<file path="src/rtl/gpio_rf_pkg.sv">
// Shared types for the banked GPIO register file.
package gpio_rf_pkg;

    // Register kind selected by an offset; K_NONE means no register.
    typedef enum logic [3:0] {
        K_NONE,
        K_LEVEL,
        K_DIR,
        K_SET,
        K_CLR,
        K_RISE,
        K_FALL,
        K_STAT,
        K_ALT_LO,
        K_ALT_HI
    } reg_kind_e;

    // Kind of the n-th 12-byte register group in the low window.
    function automatic reg_kind_e kind_of_group(input int g);
        case (g)
            0: return K_LEVEL;
            1: return K_DIR;
            2: return K_SET;
            3: return K_CLR;
            4: return K_RISE;
            5: return K_FALL;
            6: return K_STAT;
            default: return K_NONE;
        endcase
    endfunction

endpackage

</file>
<file path="src/rtl/gpio_addr_decode.sv">
// Offset decoder. Maps a byte offset to a register kind and a bank index.
// Assumes four banks. The low window holds seven groups of three words
// (banks 0..2) followed by eight alternate-function words. Bank 3 repeats
// the group layout from offset 0x100 with one word per group.
module gpio_addr_decode
    import gpio_rf_pkg::*;
#(
    parameter int ADDR_W     = 12,
    parameter int SPAN_BYTES = 512,
    parameter int BANK_IDX_W = 2,
    parameter int HI_BASE    = 'h100,
    parameter int ALT_BASE   = 'h054,
    parameter int ALT_WORDS  = 8
) (
    input  logic [ADDR_W-1:0]     addr,
    output reg_kind_e             kind,
    output logic [BANK_IDX_W-1:0] bank,
    output logic                  in_span
);
    localparam int GROUPS    = 7;
    localparam int GROUP_B   = 12;
    localparam int LOW_END   = GROUPS * GROUP_B;
    localparam int HI_END    = HI_BASE + LOW_END;
    localparam int ALT_END   = ALT_BASE + 4 * ALT_WORDS;
    localparam int HI_BANK   = 3;

    int off;
    int rel;

    // Classify the offset into kind and bank.
    always_comb begin
        kind    = K_NONE;
        bank    = '0;
        in_span = (int'(addr) < SPAN_BYTES);
        off     = int'(addr);
        rel     = 0;
        if (in_span && (addr[1:0] == 2'b00)) begin
            if (off < LOW_END) begin
                kind = kind_of_group(off / GROUP_B);
                bank = BANK_IDX_W'((off % GROUP_B) / 4);
            end else if (off >= ALT_BASE && off < ALT_END) begin
                rel  = (off - ALT_BASE) / 4;
                kind = (rel % 2 == 1) ? K_ALT_HI : K_ALT_LO;
                bank = BANK_IDX_W'(rel / 2);
            end else if (off >= HI_BASE && off < HI_END) begin
                rel = off - HI_BASE;
                if (rel % GROUP_B == 0) begin
                    kind = kind_of_group(rel / GROUP_B);
                    bank = BANK_IDX_W'(HI_BANK);
                end
            end
        end
    end

endmodule

</file>
<file path="src/rtl/gpio_bank_slice.sv">
// Storage for one 32-pin bank: direction, output latch, last set value,
// edge enables and the two alternate-function words.
// Assumes wr_en is asserted only for this bank and a mapped kind.
module gpio_bank_slice
    import gpio_rf_pkg::*;
#(
    parameter int W = 32
) (
    input  logic         clk,
    input  logic         rst_n,
    input  logic         wr_en,
    input  reg_kind_e    kind,
    input  logic [W-1:0] wdata,
    output logic [W-1:0] dir,
    output logic [W-1:0] olat,
    output logic [W-1:0] set_last,
    output logic [W-1:0] rise,
    output logic [W-1:0] fall,
    output logic [W-1:0] alt_lo,
    output logic [W-1:0] alt_hi
);
    // Update the addressed register of this bank on a write.
    always_ff @(posedge clk) begin
        if (!rst_n) begin
            dir      <= '0;
            olat     <= '0;
            set_last <= '0;
            rise     <= '0;
            fall     <= '0;
            alt_lo   <= '0;
            alt_hi   <= '0;
        end else if (wr_en) begin
            case (kind)
                K_DIR:    dir    <= wdata;
                K_SET: begin
                    olat     <= olat | wdata;
                    set_last <= wdata;
                end
                K_CLR:    olat   <= olat & ~wdata;
                K_RISE:   rise   <= wdata;
                K_FALL:   fall   <= wdata;
                K_ALT_LO: alt_lo <= wdata;
                K_ALT_HI: alt_hi <= wdata;
                default:  ;
            endcase
        end
    end

endmodule

</file>
<file path="src/rtl/gpio_read_mux.sv">
// Read-data selector. Picks the word for a kind and bank. Pin-level
// words merge the latch and the input per direction bit. Returns 0 for
// K_NONE.
module gpio_read_mux
    import gpio_rf_pkg::*;
#(
    parameter int          W          = 32,
    parameter int          NB         = 4,
    parameter int          BANK_IDX_W = 2,
    parameter logic [31:0] CLR_VALUE  = 32'h0000_7A69
) (
    input  reg_kind_e               kind,
    input  logic [BANK_IDX_W-1:0]   bank,
    input  logic [NB-1:0][W-1:0]    dir,
    input  logic [NB-1:0][W-1:0]    olat,
    input  logic [NB-1:0][W-1:0]    set_last,
    input  logic [NB-1:0][W-1:0]    rise,
    input  logic [NB-1:0][W-1:0]    fall,
    input  logic [NB-1:0][W-1:0]    alt_lo,
    input  logic [NB-1:0][W-1:0]    alt_hi,
    input  logic [NB-1:0][W-1:0]    lvl_in,
    input  logic [NB-1:0][W-1:0]    stat,
    output logic [W-1:0]            rword
);
    // Select the read word.
    always_comb begin
        case (kind)
            K_LEVEL:  rword = (olat[bank] & dir[bank]) | (lvl_in[bank] & ~dir[bank]);
            K_DIR:    rword = dir[bank];
            K_SET:    rword = set_last[bank];
            K_CLR:    rword = W'(CLR_VALUE);
            K_RISE:   rword = rise[bank];
            K_FALL:   rword = fall[bank];
            K_STAT:   rword = stat[bank];
            K_ALT_LO: rword = alt_lo[bank];
            K_ALT_HI: rword = alt_hi[bank];
            default:  rword = '0;
        endcase
    end

endmodule

</file>
<file path="src/rtl/gpio_bank_regfile.sv">
// Banked GPIO register file (top). Bus reads return registered data one
// cycle after the access. Writes take effect at the access edge. The edge
// clear mask is combinational during a status write. Assumes one access
// per cycle and a fixed four-bank map.
module gpio_bank_regfile
    import gpio_rf_pkg::*;
#(
    parameter int          NUM_BANKS  = 4,
    parameter int          BANK_W     = 32,
    parameter int          ADDR_W     = 12,
    parameter int          SPAN_BYTES = 512,
    parameter logic [31:0] CLR_VALUE  = 32'h0000_7A69
) (
    input  logic                        clk,
    input  logic                        rst_n,
    input  logic                        bus_sel,
    input  logic                        bus_wr,
    input  logic [ADDR_W-1:0]           bus_addr,
    input  logic [BANK_W-1:0]           bus_wdata,
    output logic [BANK_W-1:0]           bus_rdata,
    output logic                        bus_err,
    output logic                        level_rd_pulse,
    input  logic [NUM_BANKS*BANK_W-1:0] pin_in,
    output logic [NUM_BANKS*BANK_W-1:0] pin_out,
    output logic [NUM_BANKS*BANK_W-1:0] pin_dir,
    output logic [NUM_BANKS*BANK_W-1:0] rise_en,
    output logic [NUM_BANKS*BANK_W-1:0] fall_en,
    input  logic [NUM_BANKS*BANK_W-1:0] edge_status,
    output logic [NUM_BANKS*BANK_W-1:0] edge_clr
);
    localparam int BANK_IDX_W = $clog2(NUM_BANKS);

    reg_kind_e                      kind;
    logic [BANK_IDX_W-1:0]          bank;
    logic                           in_span;
    logic                           wr_acc;
    logic                           rd_acc;
    logic [NUM_BANKS-1:0][BANK_W-1:0] dir_b, olat_b, set_b, rise_b, fall_b;
    logic [NUM_BANKS-1:0][BANK_W-1:0] altl_b, alth_b, in_b, stat_b, clr_b;
    logic [BANK_W-1:0]              rword;

    gpio_addr_decode #(
        .ADDR_W     (ADDR_W),
        .SPAN_BYTES (SPAN_BYTES),
        .BANK_IDX_W (BANK_IDX_W)
    ) u_dec (
        .addr    (bus_addr),
        .kind    (kind),
        .bank    (bank),
        .in_span (in_span)
    );

    assign wr_acc = bus_sel && bus_wr;
    assign rd_acc = bus_sel && !bus_wr;
    assign in_b   = pin_in;
    assign stat_b = edge_status;

    for (genvar b = 0; b < NUM_BANKS; b++) begin : g_bank
        logic bank_wr;
        assign bank_wr = wr_acc && (kind != K_NONE) && (bank == BANK_IDX_W'(b));

        gpio_bank_slice #(.W(BANK_W)) u_slice (
            .clk      (clk),
            .rst_n    (rst_n),
            .wr_en    (bank_wr),
            .kind     (kind),
            .wdata    (bus_wdata),
            .dir      (dir_b[b]),
            .olat     (olat_b[b]),
            .set_last (set_b[b]),
            .rise     (rise_b[b]),
            .fall     (fall_b[b]),
            .alt_lo   (altl_b[b]),
            .alt_hi   (alth_b[b])
        );

        // Edge-unit clear mask for this bank during a status write.
        assign clr_b[b]  = (bank_wr && kind == K_STAT) ? bus_wdata : '0;
        // Effective driven output of this bank.
        assign pin_out[b*BANK_W +: BANK_W] = olat_b[b] & dir_b[b];
    end

    assign pin_dir  = dir_b;
    assign rise_en  = rise_b;
    assign fall_en  = fall_b;
    assign edge_clr = clr_b;

    gpio_read_mux #(
        .W          (BANK_W),
        .NB         (NUM_BANKS),
        .BANK_IDX_W (BANK_IDX_W),
        .CLR_VALUE  (CLR_VALUE)
    ) u_rmux (
        .kind     (kind),
        .bank     (bank),
        .dir      (dir_b),
        .olat     (olat_b),
        .set_last (set_b),
        .rise     (rise_b),
        .fall     (fall_b),
        .alt_lo   (altl_b),
        .alt_hi   (alth_b),
        .lvl_in   (in_b),
        .stat     (stat_b),
        .rword    (rword)
    );

    // Register read data, the unmapped flag and the level-read strobe.
    always_ff @(posedge clk) begin
        if (!rst_n) begin
            bus_rdata      <= '0;
            bus_err        <= 1'b0;
            level_rd_pulse <= 1'b0;
        end else begin
            bus_rdata      <= rd_acc ? rword : '0;
            bus_err        <= bus_sel && in_span && (kind == K_NONE);
            level_rd_pulse <= rd_acc && (kind == K_LEVEL);
        end
    end

endmodule

</file>
<file path="config.mk">
export PLATFORM = sky130hd
export DESIGN_NAME = gpio_bank_regfile
export DESIGN_NICKNAME = d
export VERILOG_FILES = /design/src/rtl/gpio_rf_pkg.sv /design/src/rtl/gpio_addr_decode.sv /design/src/rtl/gpio_bank_slice.sv /design/src/rtl/gpio_read_mux.sv /design/src/rtl/gpio_bank_regfile.sv
export SDC_FILE = /design/constraint.sdc
export NUM_CORES = 2
export LEC_CHECK = 0
export ABC_AREA = 0
export BUFFER_PORTS_ARGS = -buffer_cell sky130_fd_sc_hd__buf_4
export CAP_MARGIN = 40
export CORE_AREA = 2 2 378 380
export CTS_CLUSTER_SIZE = 25
export DETAILED_ROUTE_END_ITERATION = 8
export DIE_AREA = 0 0 380 382
export PLACE_DENSITY = 0.57
export SYNTH_ARGS = -nofsm -noshare
export SYNTH_HDL_FRONTEND = slang
export SYNTH_SLANG_ARGS = --single-unit
</file>
<file path="constraint.sdc">
create_clock -name clk -period 14.1 [get_ports clk]
set_input_delay 0 -clock clk [delete_from_list [all_inputs] [get_ports clk]]
set_output_delay 0 -clock clk [all_outputs]
set_load 0.02 [all_outputs]
</file>
==> metrics.md <==
| Metric | Value |
|---|---|
| Status | finished clean |
| Initial core utilization | between 30% and 40% |
| RSZ-0062 raised after global routing | no |
| CTS tree | done |
| Bufs and invs on worst path | 6 |
| Worst-Skew Late Latency | between 0.7 and 0.8 ns |
| Peak Freq | 0.106 GHz |
| Layout cell share with drive strength beyond 1 | slightly below 20% |
| Core footprint | 141000 um2 |
| # clock sinks | 930 |
| Remaining DRCs | 0 |
| # nets final | approximately 7.4k |
| Area after DPL | around 57000 um2 |
| Internal power | ~0.0045 W |
| Post-route setup slack | about 4.7 ns |
| Synthesized area | 48900 um2 |
| Post-Syn Nets | between 6k and 7k |
| Tot GR Track Use | between 30% and 40% |
| First-pass GRT wire length | between 300000 and 400000 um |
| Leak | 23.5 nW |
| Port bufs | 977 |
| Net Sw Power | around 0.0016 W |
| Via count | between 50k and 60k |
| Clock power share | between 40% and 50% |
| Post-route ant nets | 0 |
| Remaining global-route overflow | 0 |
| Setup TNS | 0 ns |
| Post-CTS Setup Repair Bufs | 0 |
| Startpoint class of the critical path | primary input |
| Most common cell after layout, fill and taps aside | nand2_1 |
| Layout Skew | between 0.07 and 0.08 ns |
| Worst-path fanout max | 115 |
| Flop pwr share | roughly 43% |
| Synth Warn # | 0 |
| Mapped Cells | 6371 |
| DP HPWL | 166000 um |
| Cts bufs inserted | approximately 110 |
| Required time of the critical path | around 14 ns |
| Largest net degree at the start of global routing | 138 |
| Kind of critical path | primary input to primary output |
| Worst r2r path cells | 5 |
| Unique cell type count in the Yosys netlist | about 110 |
| Hold Path Depth | 5 |
| Routability cong. | approximately 0.96 |
| Slowest stage delay, CP | approximately 0.7 ns |
| Die area | ~150000 um2 |
| Root Driver | clkbuf_16 |
| Hold Startpoint | edge_status[35] |
| Power Dens Cells | about 98 nW/um2 |
| Synth Flop Type | dfxtp_1 |
| Vias/cell | between 5 and 6 |
| Clock transition at path regs | about 0.050 ns |
| Maximum VDD drop | between 0.00009 and 0.0001 V |
| DRT iter0 DRCs | ~5.4k |
| WL final | around 250000 um |
| DR WL/cell | roughly 27 um |
| Normalized max-slew margin | between 20% and 30% |
| Most frequent cells in the layout | nand2_1 (1472), buf_4 (1066), dfxtp_1 (930) |
| CTS Buffer Depth | 3 |
| Worst slew pin tran | 1.05 ns |
| Reg2Reg Capture Point | bus_rdata[25] |
| Post_cts resized | 0 |
| Die height | roughly 380 um |
| Initial antenna violation count | 21 |
| Endpoint class of the critical path | primary output |
| Util after Layout | between 40 and 50% |
| R2R setup slack | between 10 and 15 ns |
| Number of global-route vias before repair | roughly 48k |
| Maxcap violations | 0 |
| Hold crit path type | primary input to flip-flop |
| Final cycle utilization of the critical path | about 67% |
| Asr flop ratio synth | 0% |
| Die width | roughly 380 um |
| Arr. time, crit path | 9.40 ns |
| Cell row count | approximately 140 |
| Slowest CP cell | buf_4 |
| Hold Buf Count CTS | 94 |
| Design Area, Final | between 60000 and 70000 um2 |
| DRT Pass-1 Iters | 5 |
| Slew Viols, Final | 0 |
| Synth Area per Inst | roughly 7.7 um2 |
| IO Count | between 900 and 1k |
| Area added between synthesis and finish | 27.0% |
| Gate power share | ~8.0% |
| Cell mode on critical path | buf_4 |
| Switching share of power | between 20 and 30% |
| Tmin final | 9.40 ns |
| Final hold vios | 0 |
| Synth Register Bits | 930 |
| Worst hold endpoint | bus_rdata[3] |
| Worst slack, placed | approximately 4.5 ns |
| Worst r2r src | g_bank[0].u_slice.dir[25] |
| Crit-path leading delay family | simple AND/OR/NAND/NOR gates |
| CTS HTree Levels | 3 |
| EDFF count, synth | 0 |
| Endpoints failing setup | 0 |
| Register area share after synthesis | 38.1% |
[power groups by stage]
stage	registers [W]	logic [W]	clock network, W
4_1_cts	0.00263	0.000476	0.00300
5_1_grt	0.00263	0.000515	0.00312
2_1_floorplan	0.00269	0.000262	0
3_5_place_dp	0.00269	0.000461	0
3_3_place_gp	0.00269	0.000454	0
6_report	0.00263	0.000487	0.00296
[worst max-delay path by stage]
stage,startpoint,to,cells past startpoint
after floorplan,bus_addr[10],bus_rdata[0],29
after global placement,bus_addr[8],g_bank[3].u_slice.rise[1],26
after detailed placement,bus_addr[8],g_bank[0].u_slice.dir[3],30
after CTS,bus_addr[8],edge_clr[106],26
after global routing,bus_addr[8],edge_clr[120],26
final,bus_addr[8],edge_clr[106],26
[logic make-up after synthesis]
group,count (synthesis),synth area share (%)
AOI/OAI and AO/OA,1258,16.5
xor gates and xnor gates,29,0.576
adders and majority gates,14,0.358
buffers and inverters,722,6.36
DFF,930,38.1
muxes,576,11.8
other,1,0.00767
and+or+nand+nor,2841,26.3
[synth_stat cells (41+ instances only)]
cell type | count | share of area (%)
a211oi_1 | 81 | 1.2
nor3b_1 | 69 | 1.1
nor2b_1 | 65 | 0.83
dfxtp_1 | 930 | 38
o211ai_1 | 72 | 1.1
inv_1 | 75 | 0.58
mux2i_1 | 570 | 12
clkbuf_1 | 422 | 3.2
a21oi_1 | 694 | 7.1
buf_2 | 119 | 1.2
and3_1 | 219 | 2.8
nor3_1 | 60 | 0.61
nand2_1 | 1478 | 11
a311oi_1 | 60 | 1.1
buf_1 | 57 | 0.44
nand3_1 | 233 | 2.4
nor2_1 | 461 | 3.5
a31oi_1 | 41 | 0.52
and2_1 | 148 | 1.9
[worst register-to-register path: cells and delay by family, from the launching register on]
family | cells | cell delay [ns]
and+or+nand+nor | 2 | 1.12
DFF | 1 | 0.38
AOI/OAI and AO/OA | 3 | 1.38
[routing by layer]
metal	GRT usage, %	routed length, um
met5	0	91
met4	15.1	12400
met3	6.58	21400
met2	49.4	108000
met1	42.8	104000
[stage by stage]
step | total power, W | instances | hold slack (ns)
final | 0.00608 | 9032 | 0.0415
after global placement | 0.00314 | 8680 | 0.423
after global routing | 0.00626 | 9025 | 0.0622
after floorplan | 0.00295 | 6371 | 0.156
after CTS | 0.00611 | 9020 | 0.0215
after detailed placement | 0.00315 | 8727 | 0.423
[area by class of cell]
cell class | instances | area, um2
Clock buffer | 152 | 3140
Sequential cell | 930 | 18600
Fill cell | 14200 | 78800
Clock inverter | 47 | 598
Timing Repair Buffer | 1208 | 9720
Multi-Input combinational cell | 4719 | 27400
Tap cell | 1890 | 2360
Inverter | 76 | 293
Antenna cell | 10 | 25.0
Note: power is estimated with default switching activity, not from simulation.
